==> src/rtl/rkey_pkg.sv <==
package rkey_pkg;
  localparam int KEY_W  = 64;
  localparam int SEL_W  = 56;
  localparam int HALF_W = 28;
  localparam int RK_W   = 48;
  localparam int ROUNDS = 16;
  localparam int RND_W  = $clog2(ROUNDS + 1);

  // 1-based source positions, position 1 = most significant bit
  localparam logic [6:0] DROP_SEL [SEL_W] = '{
    7'd57, 7'd49, 7'd41, 7'd33, 7'd25, 7'd17, 7'd9,  7'd1,
    7'd58, 7'd50, 7'd42, 7'd34, 7'd26, 7'd18, 7'd10, 7'd2,
    7'd59, 7'd51, 7'd43, 7'd35, 7'd27, 7'd19, 7'd11, 7'd3,
    7'd60, 7'd52, 7'd44, 7'd36, 7'd63, 7'd55, 7'd47, 7'd39,
    7'd31, 7'd23, 7'd15, 7'd7,  7'd62, 7'd54, 7'd46, 7'd38,
    7'd30, 7'd22, 7'd14, 7'd6,  7'd61, 7'd53, 7'd45, 7'd37,
    7'd29, 7'd21, 7'd13, 7'd5,  7'd28, 7'd20, 7'd12, 7'd4};

  localparam logic [5:0] SQUEEZE_SEL [RK_W] = '{
    6'd14, 6'd17, 6'd11, 6'd24, 6'd1,  6'd5,  6'd3,  6'd28,
    6'd15, 6'd6,  6'd21, 6'd10, 6'd23, 6'd19, 6'd12, 6'd4,
    6'd26, 6'd8,  6'd16, 6'd7,  6'd27, 6'd20, 6'd13, 6'd2,
    6'd41, 6'd52, 6'd31, 6'd37, 6'd47, 6'd55, 6'd30, 6'd40,
    6'd51, 6'd45, 6'd33, 6'd48, 6'd44, 6'd49, 6'd39, 6'd56,
    6'd34, 6'd53, 6'd46, 6'd42, 6'd50, 6'd36, 6'd29, 6'd32};

  // one-place rounds: 1, 2, 9, 16
  function automatic logic double_step(input logic [RND_W-1:0] r);
    return !(r == 1 || r == 2 || r == 9 || r == 16);
  endfunction
endpackage

==> src/rtl/rkey_select.sv <==
module rkey_select
  import rkey_pkg::*;
(
  input  logic [KEY_W-1:0]  key_i,
  output logic [HALF_W-1:0] c_o,
  output logic [HALF_W-1:0] d_o
);
  logic [SEL_W-1:0] sel;

  always_comb begin
    sel = '0;
    for (int j = 0; j < SEL_W; j++)
      sel[SEL_W-1-j] = key_i[KEY_W - int'(DROP_SEL[j])];
  end

  assign c_o = sel[SEL_W-1:HALF_W];
  assign d_o = sel[HALF_W-1:0];
endmodule

==> src/rtl/rkey_rotate.sv <==
module rkey_rotate #(
  parameter int W = 28
) (
  input  logic [W-1:0] din,
  input  logic         en,
  input  logic         two,   // 0: one place, 1: two places
  input  logic         right, // 0: left, 1: right
  output logic [W-1:0] dout
);
  logic [W-1:0] l1, l2, r1, r2;

  assign l1 = {din[W-2:0], din[W-1]};
  assign l2 = {din[W-3:0], din[W-1:W-2]};
  assign r1 = {din[0], din[W-1:1]};
  assign r2 = {din[1:0], din[W-1:2]};

  always_comb begin
    if (!en)        dout = din;
    else if (right) dout = two ? r2 : r1;
    else            dout = two ? l2 : l1;
  end
endmodule

==> src/rtl/rkey_squeeze.sv <==
module rkey_squeeze
  import rkey_pkg::*;
(
  input  logic [SEL_W-1:0] cd_i,
  output logic [RK_W-1:0]  rk_o
);
  always_comb begin
    rk_o = '0;
    for (int j = 0; j < RK_W; j++)
      rk_o[RK_W-1-j] = cd_i[SEL_W - int'(SQUEEZE_SEL[j])];
  end
endmodule

==> src/rtl/rkey_gen.sv <==
module rkey_gen
  import rkey_pkg::*;
(
  input  logic              clk,
  input  logic              rst,
  input  logic [KEY_W-1:0]  key_i,
  input  logic              load_i,
  input  logic              dec_i,
  input  logic              adv_i,
  output logic [RK_W-1:0]   rkey_o,
  output logic [RND_W-1:0]  round_o,
  output logic              valid_o
);
  logic [HALF_W-1:0] c_q, d_q, c_ld, d_ld;
  logic [HALF_W-1:0] half_src [2];
  logic [HALF_W-1:0] half_nxt [2];
  logic              dec_q;
  logic              step, rot_en, rot_two, rot_right;
  logic [RND_W-1:0]  sched_r;
  logic [RK_W-1:0]   rk_nxt;

  rkey_select u_sel (.key_i(key_i), .c_o(c_ld), .d_o(d_ld));

  assign step = adv_i && valid_o && (round_o < RND_W'(ROUNDS));

  // round whose shift is applied (encrypt) or undone (decrypt)
  always_comb begin
    if (load_i)     sched_r = RND_W'(1);
    else if (dec_q) sched_r = RND_W'(ROUNDS + 1) - round_o;
    else            sched_r = round_o + RND_W'(1);
  end

  assign half_src[0] = load_i ? c_ld : c_q;
  assign half_src[1] = load_i ? d_ld : d_q;
  assign rot_en    = load_i ? !dec_i : step;
  assign rot_two   = double_step(sched_r);
  assign rot_right = !load_i && dec_q;

  for (genvar h = 0; h < 2; h++) begin : g_half
    rkey_rotate #(.W(HALF_W)) u_rot (
      .din(half_src[h]), .en(rot_en), .two(rot_two),
      .right(rot_right), .dout(half_nxt[h]));
  end

  rkey_squeeze u_sq (.cd_i({half_nxt[0], half_nxt[1]}), .rk_o(rk_nxt));

  always_ff @(posedge clk) begin
    if (rst) begin
      c_q     <= '0;
      d_q     <= '0;
      dec_q   <= 1'b0;
      rkey_o  <= '0;
      round_o <= '0;
      valid_o <= 1'b0;
    end else if (load_i) begin
      c_q     <= half_nxt[0];
      d_q     <= half_nxt[1];
      dec_q   <= dec_i;
      rkey_o  <= rk_nxt;
      round_o <= RND_W'(1);
      valid_o <= 1'b1;
    end else if (step) begin
      c_q     <= half_nxt[0];
      d_q     <= half_nxt[1];
      rkey_o  <= rk_nxt;
      round_o <= round_o + RND_W'(1);
    end
  end

  // R2 load restarts at round 1
  a_r2_load_start: assert property (@(posedge clk) disable iff (rst)
    load_i |=> (round_o == RND_W'(1)) && valid_o);
  // R3 advance steps the round by one
  a_r3_adv_step: assert property (@(posedge clk) disable iff (rst)
    (valid_o && adv_i && !load_i && round_o < RND_W'(ROUNDS))
      |=> round_o == $past(round_o) + RND_W'(1));
  // R6 advance at the last round is ignored
  a_r6_last_hold: assert property (@(posedge clk) disable iff (rst)
    (valid_o && adv_i && !load_i && round_o == RND_W'(ROUNDS))
      |=> $stable(rkey_o) && $stable(round_o));
  // R7 outputs hold while idle
  a_r7_idle_hold: assert property (@(posedge clk) disable iff (rst)
    (!adv_i && !load_i) |=> $stable(rkey_o) && $stable(round_o));
  // R3 round stays within 1..16 once loaded
  a_r3_round_range: assert property (@(posedge clk) disable iff (rst)
    valid_o |-> (round_o >= RND_W'(1)) && (round_o <= RND_W'(ROUNDS)));
endmodule

==> config.mk <==
export PLATFORM = sky130hd
export DESIGN_NAME = rkey_gen
export DESIGN_NICKNAME = d
export VERILOG_FILES = /design/src/rtl/rkey_pkg.sv /design/src/rtl/rkey_select.sv /design/src/rtl/rkey_rotate.sv /design/src/rtl/rkey_squeeze.sv /design/src/rtl/rkey_gen.sv
export SDC_FILE = /design/constraint.sdc
export NUM_CORES = 1
export LEC_CHECK = 0
export ABC_CLOCK_PERIOD_IN_PS = 2590
export CAP_MARGIN = 20
export CORE_ASPECT_RATIO = 1.1
export CORE_MARGIN = 2
export CORE_UTILIZATION = 30
export CTS_CLUSTER_DIAMETER = 50
export CTS_CLUSTER_SIZE = 20
export DETAILED_ROUTE_END_ITERATION = 10
export SYNTH_ARGS = -nofsm -noshare
export SYNTH_HDL_FRONTEND = slang
export SYNTH_SLANG_ARGS = --single-unit
==> constraint.sdc <==
create_clock -name clk -period 2.59 [get_ports clk]
set_clock_uncertainty 0.2 [all_clocks]
set_input_delay 0.259 -clock clk [delete_from_list [all_inputs] [get_ports clk]]
set_output_delay 0.259 -clock clk [all_outputs]
set_load 0.02 [all_outputs]
After elaboration in Yosys (flattened, before gate mapping)
Cells that the tools add are included.
{ "classes": {"magnitude_cmp": 1, "mux": 21, "n_eq_ne": 4, "n_reduce_logical": 10, "add_sub_neg": 2} }
{ "ops": {"columns": ["op", "n"], "rows": [
  ["$mux W28", 14],
  ["$mux W48", 2],
  ["$mux W5", 2],
  ["$add A5 B1 Y5 const B", 1],
  ["$eq A5 B1 Y1 const B", 1],
  ["$eq A5 B2 Y1 const B", 1],
  ["$eq A5 B4 Y1 const B", 1],
  ["$eq A5 B5 Y1 const B", 1],
  ["$lt A5 B5 Y1 const B", 1],
  ["$sub A5 B5 Y5 const A", 1],
  ["$logic_and A1 B1 Y1", 3],
  ["$logic_or A1 B1 Y1", 3],
  ["$mux W1", 3],
  ["$logic_not A1 Y1", 2],
  ["$reduce_bool A2 Y1", 1],
  ["$reduce_or A2 Y1", 1]
]} }
{ "totals": {"in_bits": 69, "word_cells": 45, "out_inout_bits": 54, "regBits": 111} }

Longest topological paths before layout
Gate-level depths: netlist of the first run.
{ "logic_depth": {"word_depth": 12, "ltp_mapped": 11} }

Cells and area by module
From an unflattened synthesis of the first run, not the netlist that was laid out.
{ "hier_totals": {"cells_unflattened": 994, "area_unflattened_um2": 7672.4} }
{ "by_module_without_submodules": {"columns": ["module", "area_per_inst_um2", "cells_per_inst", "seq_area_each_um2", "instances"], "rows": [
  ["rkey_gen", 4724.5, 572, 2222.1, 1],
  ["rkey_rotate", 1083.5, 159, 0.0, 2],
  ["rkey_select", 420.4, 56, 0.0, 1],
  ["rkey_squeeze", 360.3, 48, 0.0, 1]
]} }

Worst setup path before layout of the first run
Ideal clock, no wire load.
{ "synth_path": {"kind": "register -> register", "startpoint": "reg round_o[1]", "endpoint": "reg rkey_o[40]", "synth_period_minus_slack_ns": 2.720, "t_arrival_ns": 2.432, "setup_slack_ns": -0.130, "stages_incl_launch_ff": 10, "required_time_ns": 2.302, "path_cell_list": "dfxtp_1 > ha_1 > mux2_2 > o211a_1 > o211a_2 > mux2i_4 > buf_6 > buf_6 > o211ai_2 > a311oi_2"} }
{ "synth_via": {"elab_chain_len": 12} }
{ "synth_rtl": {"columns": ["item", "line", "text"], "rows": [
  ["start: declaration", "rkey_gen.sv:11", "output logic [RND_W-1:0] round_o,"],
  ["start signal: assignment", "rkey_gen.sv:66", "round_o <= round_o + RND_W'(1);"],
  ["$add A5 B1 Y5 or $sub A5 B5 Y5 (tied branches)", "rkey_gen.sv:30, rkey_gen.sv:29", null],
  ["$mux W5", "rkey_gen.sv:29", "else if (dec_q) sched_r = RND_W'(ROUNDS + 1) - round_o;"],
  ["$mux W5", "rkey_gen.sv:28", "if (load_i) sched_r = RND_W'(1);"],
  ["$eq A5 B1 Y1 or $eq A5 B2 Y1 (tied branches)", "rkey_pkg.sv:29", "return !(r == 1 || r == 2 || r == 9 || r == 16);"],
  ["$logic_or A1 B1 Y1 (3 in a row)", "rkey_pkg.sv:29", null],
  ["$mux W28 (on tied branches)", "rkey_rotate.sv:20, rkey_rotate.sv:19", null],
  ["$mux W28", "rkey_rotate.sv:19", "else if (right) dout = two ? r2 : r1;"],
  ["$mux W28", "rkey_rotate.sv:18", "if (!en) dout = din;"],
  ["$mux W48", "rkey_gen.sv:62", "end else if (step) begin"],
  ["$mux W48", "rkey_gen.sv:55", "end else if (load_i) begin"],
  ["end signal: assignment", "rkey_gen.sv:59", "rkey_o <= rk_nxt;"],
  ["end signal: assignment", "rkey_gen.sv:65", "rkey_o <= rk_nxt;"],
  ["end: declaration", "rkey_gen.sv:10", "output logic [RK_W-1:0] rkey_o,"]
]} }
Several ways; a longest one is shown, not always the timed one. The select of a mux whose other input is x is not followed.
A chain may end at the register's enable or synchronous reset.

Final worst setup path of the first run
{ "layout_path": {"startpoint": "reg round_o[1]", "endpoint": "reg rkey_o[41]"} }
Same word-level chain as after synthesis.

==> results.sh, run 1 <==
export IMPL_outcome="complete, but fails checks"
export IMPL_violations="setup timing"
export IMPL_ys_types=66
export IMPL_cts_sinks=63
export IMPL_timing_rr_start="round_o[1]"
export IMPL_power_switching_uw=1589
export IMPL_pin_count=123
export IMPL_fin_ws_ns=-0.008870
export IMPL_swShare_pct=36.19
export IMPL_synth_avg_cell_area_um2=7.199
export IMPL_peakVddDrop_v=0.0003568
export IMPL_grt_max_degree=47
export IMPL_num_antenna_cells=0
export IMPL_detail_route_antenna_nets=0
export IMPL_gr_total_overflow=0
export IMPL_dieWidth_um=136.8
export IMPL_crit_fanout=11
export IMPL_clk_latency_ns=0.35
export IMPL_layoutNonFillerInstCount=1187
export IMPL_path_clk_slew_ns=0.06
export IMPL_setup_viol=3
export IMPL_cts_tree="done"
export IMPL_p_int_uw=2803
export IMPL_htreeDepth=3
export IMPL_nets=1008
export IMPL_fmax_mhz=384.8
export IMPL_numCtsBuffers=9
export IMPL_seq_area_um2=1271
export IMPL_grtUsageTotal_pct=23.91
export IMPL_power_leakage_uw=0.003166
export IMPL_synth_seq_cells=63
export IMPL_grt_pass1_vias=6517
export IMPL_reg2reg_depth=11
export IMPL_routed_wl_um=24810
export IMPL_cp_cell_sequence="ha_4 -> mux2_2 -> o21ai_2 -> o211ai_1 -> buf_4 -> mux2i_4 -> buf_8 -> buf_8 -> a211oi_1 -> nor3_1 -> nor3_1"
export IMPL_drt_pass1_iter_count=5
export IMPL_synth_edff_count=0
export IMPL_holdPathStages=3
export IMPL_dp_cells=1158
export IMPL_whs_endpoint="round_o[2]"
export IMPL_die_area_um2=20520
export IMPL_p_per_area_nw_per_um2=531.9
export IMPL_syn_instance_count=808
export IMPL_syn_nets=880
export IMPL_grt_pass1_wl_um=37440
export IMPL_crit_type="reg2reg"
export IMPL_cts_root_buf="clkbuf_16"
export IMPL_worst_ep_required_time_ns=2.62
export IMPL_multi_input_area_um2=4168
export IMPL_post_drt_wl_per_cell_um=20.90
export IMPL_cp_start_kind="register"
export IMPL_viasPerCell=5.816
export IMPL_place_congestion=0.9321
export IMPL_r2r_end="rkey_o[41]"
export IMPL_slowest_stage="dfxtp_4"
export IMPL_via_count=6904
export IMPL_p_comb_share_pct=40.9
export IMPL_tns_ns=-0.01761
export IMPL_reg2reg_slack_ns=-0.009
export IMPL_row_count=53
export IMPL_slew_headroom_pct=55.37
export IMPL_core_area_um2=19030
export IMPL_rsz0062_at_grt="yes"
export IMPL_clockBufferDepth=2
export IMPL_cp_data_arrival_time_ns=2.63
export IMPL_drv_slew=0
export IMPL_fin_crit_ns=2.599
export IMPL_nFillCells=1943
export IMPL_path_buf_inv=3
export IMPL_drive_above_1_share_pct=24.89
export IMPL_initial_core_util_pct=30.56
export IMPL_cpPeakStageDelay_ns=0.39
export IMPL_worstHoldStart="load_i"
export IMPL_yosys_warnings=0
export IMPL_hold_violations=0
export IMPL_ys_seq_area_share_pct=21.68
export IMPL_async_reset_ff_share_pct=0
export IMPL_pre_cts_ws_ns=-0.2656
export IMPL_p_total_uw=4392
export IMPL_maxCapViolations=0
export IMPL_worstHoldPathType="in2reg"
export IMPL_cp_end_kind="register"
export IMPL_hold_buffers=0
export IMPL_p_clk_share_pct=31.9
export IMPL_antenna_found_initial=0
export IMPL_drt_initial_drc_count=847
export IMPL_synthesis_area_um2=5817
export IMPL_die_h_um=150.0
export IMPL_post_route_period_util_pct=100.3
export IMPL_path_delay_family="multiplexers"
export IMPL_portBuffers=114
export IMPL_hpwl_um=17270
export IMPL_pwr_share_seq_pct=27.2
export IMPL_tightest_slew_ns=0.6643
export IMPL_post_route_drc_count=0
export IMPL_synth_top_flop_cell="dfxtp_1"
export IMPL_syn_to_final_growth_pct=41.94
## per-layer routing
layer	track usage (%)	wire, um
met1	31.29	10640
met2	37.68	11300
met3	5.318	1930
met4	10.05	940
met5	0	0
## sequential cells by signal, indices dropped and copies added, names as in the netlist
register  cells
round_o       5
dec_q         1
d_q           4
rkey_o       47
valid_o       1
c_q           5
## synthesized netlist by cell type (7+ instances only)
| cell | n | area, um^2 |
|---|---|---|
| clkbuf_1 | 33 | 123.9 |
| o221ai_1 | 8 | 70.07 |
| o211ai_1 | 17 | 127.6 |
| o21ai_0 | 40 | 200.2 |
| a211oi_1 | 38 | 285.3 |
| nand2b_1 | 7 | 43.79 |
| buf_2 | 22 | 110.1 |
| inv_1 | 7 | 26.28 |
| buf_4 | 52 | 390.4 |
| a22oi_1 | 9 | 67.56 |
| a21oi_1 | 57 | 285.3 |
| nand3_1 | 13 | 65.06 |
| a2111oi_2 | 7 | 105.1 |
| o22ai_1 | 16 | 100.1 |
| mux2i_1 | 47 | 470.5 |
| mux2_2 | 16 | 180.2 |
| nor3_1 | 34 | 170.2 |
| nor2_1 | 111 | 416.7 |
| dfxtp_1 | 63 | 1261 |
| nand2_1 | 99 | 371.6 |
| a2111oi_0 | 8 | 70.07 |
| nor4_1 | 10 | 62.56 |
## final cells by class
class                           instances  share of cell area [%]
Clock buffer                           12                   3.228
Clock inverter                          3                  0.7880
Inverter                                7                  0.3182
Multi-Input combinational cell        624                   50.48
Sequential cell                        63                   15.40
Tap cell                              247                   3.743
Timing Repair Buffer                  231                   26.05
## stage by stage
| stage | util, % | instance area [um^2] | hold slack, ns |
|---|---|---|---|
| floorplan | - | 5823 | 0.2293 |
| global placement | 38.90 | 7403 | 0.2957 |
| detailed placement | 38.90 | 7403 | 0.3140 |
| CTS | 41.91 | 7976 | 0.2168 |
| global route | 43.38 | 8257 | 0.2425 |
| finish | 43.38 | 8257 | 0.2280 |
## power groups by stage
| stage | logic, uW | clock network (uW) | registers (uW) |
|---|---|---|---|
| final | 1800 | 1400 | 1190 |
| after global routing | 1910 | 1450 | 1210 |
| after CTS | 1670 | 1410 | 1190 |
| after detailed placement | 1580 | 0 | 1210 |
| after global placement | 1580 | 0 | 1210 |
| after floorplan | 1030 | 0 | 1170 |
## cells in the final DEF, fill, tap and decap left out, types with 4 or more instances in the layout
cell,instances
a21oi_1,51
o22ai_1,16
a21oi_2,6
a211oi_2,12
clkbuf_16,10
dfxtp_1,59
o221ai_1,8
a22oi_1,9
o21ai_1,7
nor2_1,109
mux2_2,16
nor3_1,31
nand2_1,91
nand4_1,4
o21ai_0,36
o31ai_1,5
a2111oi_2,12
or2_2,5
o211ai_1,17
buf_6,11
buf_8,4
buf_4,98
nand3_1,12
nor4_1,10
buf_12,4
inv_1,5
nand2b_1,6
nor3_2,4
a31oi_1,6
nand2_2,8
clkdlybuf4s50_1,112
a211oi_1,26
mux2i_1,46
## timing repair
| action | CTS | global route |
|---|---|---|
| buffers inserted | 6 | 8 |
| pin swaps | 9 | 22 |
| endpoints found under the hold margin | 0 | 0 |
| cloned | 2 | 1 |
| endpoints found under the setup margin | 54 | 54 |
| resized for setup | 41 | 52 |
## how the worst max path moves through the flow
stage / cells after the start / endpoint / startpoint / slack, ns
finish: 11 / rkey_o[41] / round_o[1] / -0.009
global route: 10 / c_q[10] / round_o[1] / -0.11
CTS: 9 / rkey_o[2] / round_o[1] / -0.06
detailed placement: 8 / rkey_o[29] / round_o[1] / -0.27
global placement: 9 / rkey_o[12] / round_o[1] / -0.19
floorplan: 9 / rkey_o[40] / round_o[1] / -0.01
## kinds of logic after synthesis
kind of cell    Yosys count  synth area share, %
compound gates          249                29.51
flops                    63                21.68
mux                      67                12.60
buf+inv                 122                12.22
simple gates            298                22.43
xor+xnor                  6               0.9036
fa+ha+maj                 3               0.6454
## worst min-delay path: cells and delay by family
kind,cells,cell delay [ns]
buf+inv,2,0.39
simple gates,1,0.08
No activity file was read; power rests on OpenSTA's default activity.
==> run 2: changes to the inputs <==
- HOLD_SLACK_MARGIN: default -> 0.03
==> results of run 2 <==
Final layout, timing and power as in run 1 (identical DEF).
==> run 3: changes to the inputs <==
- ABC_CLOCK_PERIOD_IN_PS: 2590 -> 3100
- PLACE_DENSITY_LB_ADDON: default -> 0.1
- clock period: 2.59 -> 3.1 ns (I/O delays scaled with it)
==> results.sh, run 3 (same netlist as run 1, synthesis figures left out) <==
export IMPL_fmax_mhz=338.8
export IMPL_cts_tree="done"
export IMPL_peakVddDrop_v=0.0002714
export IMPL_r2r_end="c_q[14]"
export IMPL_cts_sinks=63
export IMPL_cp_start_kind="register"
export IMPL_die_area_um2=20520
export IMPL_post_route_drc_count=0
export IMPL_reg2reg_depth=9
export IMPL_place_congestion=0.8858
export IMPL_tightest_slew_ns=0.6696
export IMPL_maxCapViolations=0
export IMPL_path_depth=9
export IMPL_holdPathStages=2
export IMPL_tns_ns=0
export IMPL_power_leakage_uw=0.002703
export IMPL_crit_fanout=13
export IMPL_drt_initial_drc_count=577
export IMPL_num_antenna_cells=0
export IMPL_slew_headroom_pct=54.08
export IMPL_path_delay_family="compound AO/OA/AOI/OAI gates"
export IMPL_cpPeakStageDelay_ns=0.43
export IMPL_fin_crit_ns=2.951
export IMPL_post_drt_wl_per_cell_um=21.99
export IMPL_routed_wl_um=24500
export IMPL_whs_endpoint="c_q[10]"
export IMPL_final_common_cell="clkdlybuf4s50_1"
export IMPL_viasPerCell=5.877
export IMPL_largest_reg_flops=47
export IMPL_grtUsageTotal_pct=23.88
export IMPL_drt_pass1_iter_count=6
export IMPL_p_per_area_nw_per_um2=435.8
export IMPL_gr_total_overflow=0
export IMPL_antenna_found_initial=0
export IMPL_detail_route_antenna_nets=0
export IMPL_worst_ep_required_time_ns=3.12
export IMPL_path_clk_slew_ns=0.05
export IMPL_hpwl_um=17340
export IMPL_via_count=6547
export IMPL_cp_end_kind="register"
export IMPL_reg2reg_slack_ns=0.15
export IMPL_setup_viol=0
export IMPL_cts_root_buf="clkbuf_16"
export IMPL_pin_count=123
export IMPL_hold_ws_ns=0.3164
export IMPL_portBuffers=114
export IMPL_syn_to_final_growth_pct=24.33
export IMPL_cp_data_arrival_time_ns=2.97
export IMPL_numCtsBuffers=9
export IMPL_nFillCells=1956
export IMPL_cp_cell_sequence="ha_1 -> and3_1 -> a21oi_4 -> mux2_4 -> mux2i_4 -> buf_4 -> a211oi_1 -> a31oi_1 -> a2111oi_2"
export IMPL_regMostFlops="rkey_o"
export IMPL_clockBufferDepth=2
export IMPL_top_regs="rkey_o x47, c_q x5, round_o x5"
export IMPL_grt_pass1_vias=6379
export IMPL_grt_pass1_wl_um=37290
export IMPL_die_h_um=150.0
export IMPL_drive_above_1_share_pct=12.00
export IMPL_clk_latency_ns=0.34
export IMPL_timing_rr_start="round_o[0]"
export IMPL_worstHoldStart="c_q[10]"
export IMPL_drv_slew=0
export IMPL_initial_core_util_pct=30.56
export IMPL_htreeDepth=3
export IMPL_hold_violations=0
export IMPL_row_count=53
export IMPL_startpoint="round_o[0]"
export IMPL_rsz0062_at_grt="no"
export IMPL_final_cell_mix="112 x clkdlybuf4s50_1, 111 x nor2_1, 99 x nand2_1, 63 x dfxtp_1, 57 x a21oi_1"
export IMPL_post_route_period_util_pct=95.20
export IMPL_outcome="finished clean"
export IMPL_dieWidth_um=136.8
export IMPL_grt_max_degree=47
export IMPL_core_area_um2=19030
export IMPL_post_cts_buffers=0
export IMPL_nets=940
export IMPL_worstHoldPathType="reg2reg"
export IMPL_path_buf_inv=1
export IMPL_slowest_stage="mux2_4"
export IMPL_crit_type="reg2reg"
[run 3: cell count changes in the layout (fill, tap and decap cells not counted), sizes merged]
cell / delta
buf: -66
clkinv: -1
bufinv: -2
clkbuf: -3
mux2i: -1
[run 3: layout make-up]
type	instances	area, um^2	share of cell area [%]
inverters	7	26.28	0.3633
well taps	247	309.0	4.273
flip-flops and latches	63	1261	17.44
clock buffers	10	229.0	3.166
multi-input cells	623	3856	53.32
repair buffers	164	1550	21.44
[run 3: how the worst max path moves through the flow]
stage,to,slack (ns)
after global routing,rkey_o[40],0.01
after detailed placement,c_q[14],0.17
after CTS,c_q[14],0.15
after floorplan,rkey_o[40],0.38
after global placement,rkey_o[40],0.19
final,c_q[14],0.15
[run 3: layer usage]
metal	global-route usage (%)	share of wire, %
met1	30.47	42
met2	39.13	47
met3	4.505	7.1
met4	10.10	3.6
met5	0	0
[run 3: timing repair]
action,CTS,global route
endpoints found under the hold margin,0,0
gates resized for setup,0,2
endpoints found under the setup margin,0,7
hold buffers,0,0
[run 3: report_power, final]
| part | switching, uW | internal [uW] | total (uW) | leakage, uW |
|---|---|---|---|---|
| Clock | 383 | 515 | 898 | 0.000112 |
| Sequential | 93.3 | 898 | 991 | 0.000523 |
| Combinational | 737 | 526 | 1260 | 0.00207 |
[run 3: per-stage QoR]
stage | setup WS (ns) | instances | power, uW | cell area [um^2] | utilization (%)
finish | 0.1487 | 1114 | 3152 | 7232 | 38.00
global route | 0.01453 | 1114 | 3309 | 7232 | 38.00
CTS | 0.1466 | 1114 | 3152 | 7221 | 37.94
detailed placement | 0.1731 | 1104 | 2251 | 6992 | 36.74
global placement | 0.1877 | 1104 | 2241 | 6992 | 36.74
floorplan | 0.3798 | 808 | 1833 | 5817 | -
[run 3: worst min-delay path, delay by kind of cell (launching register included)]
kind | cells | cell delay [ns]
AND/OR/NAND/NOR | 1 | 0.09
flip-flops | 1 | 0.31
AO/OA/AOI/OAI | 1 | 0.07
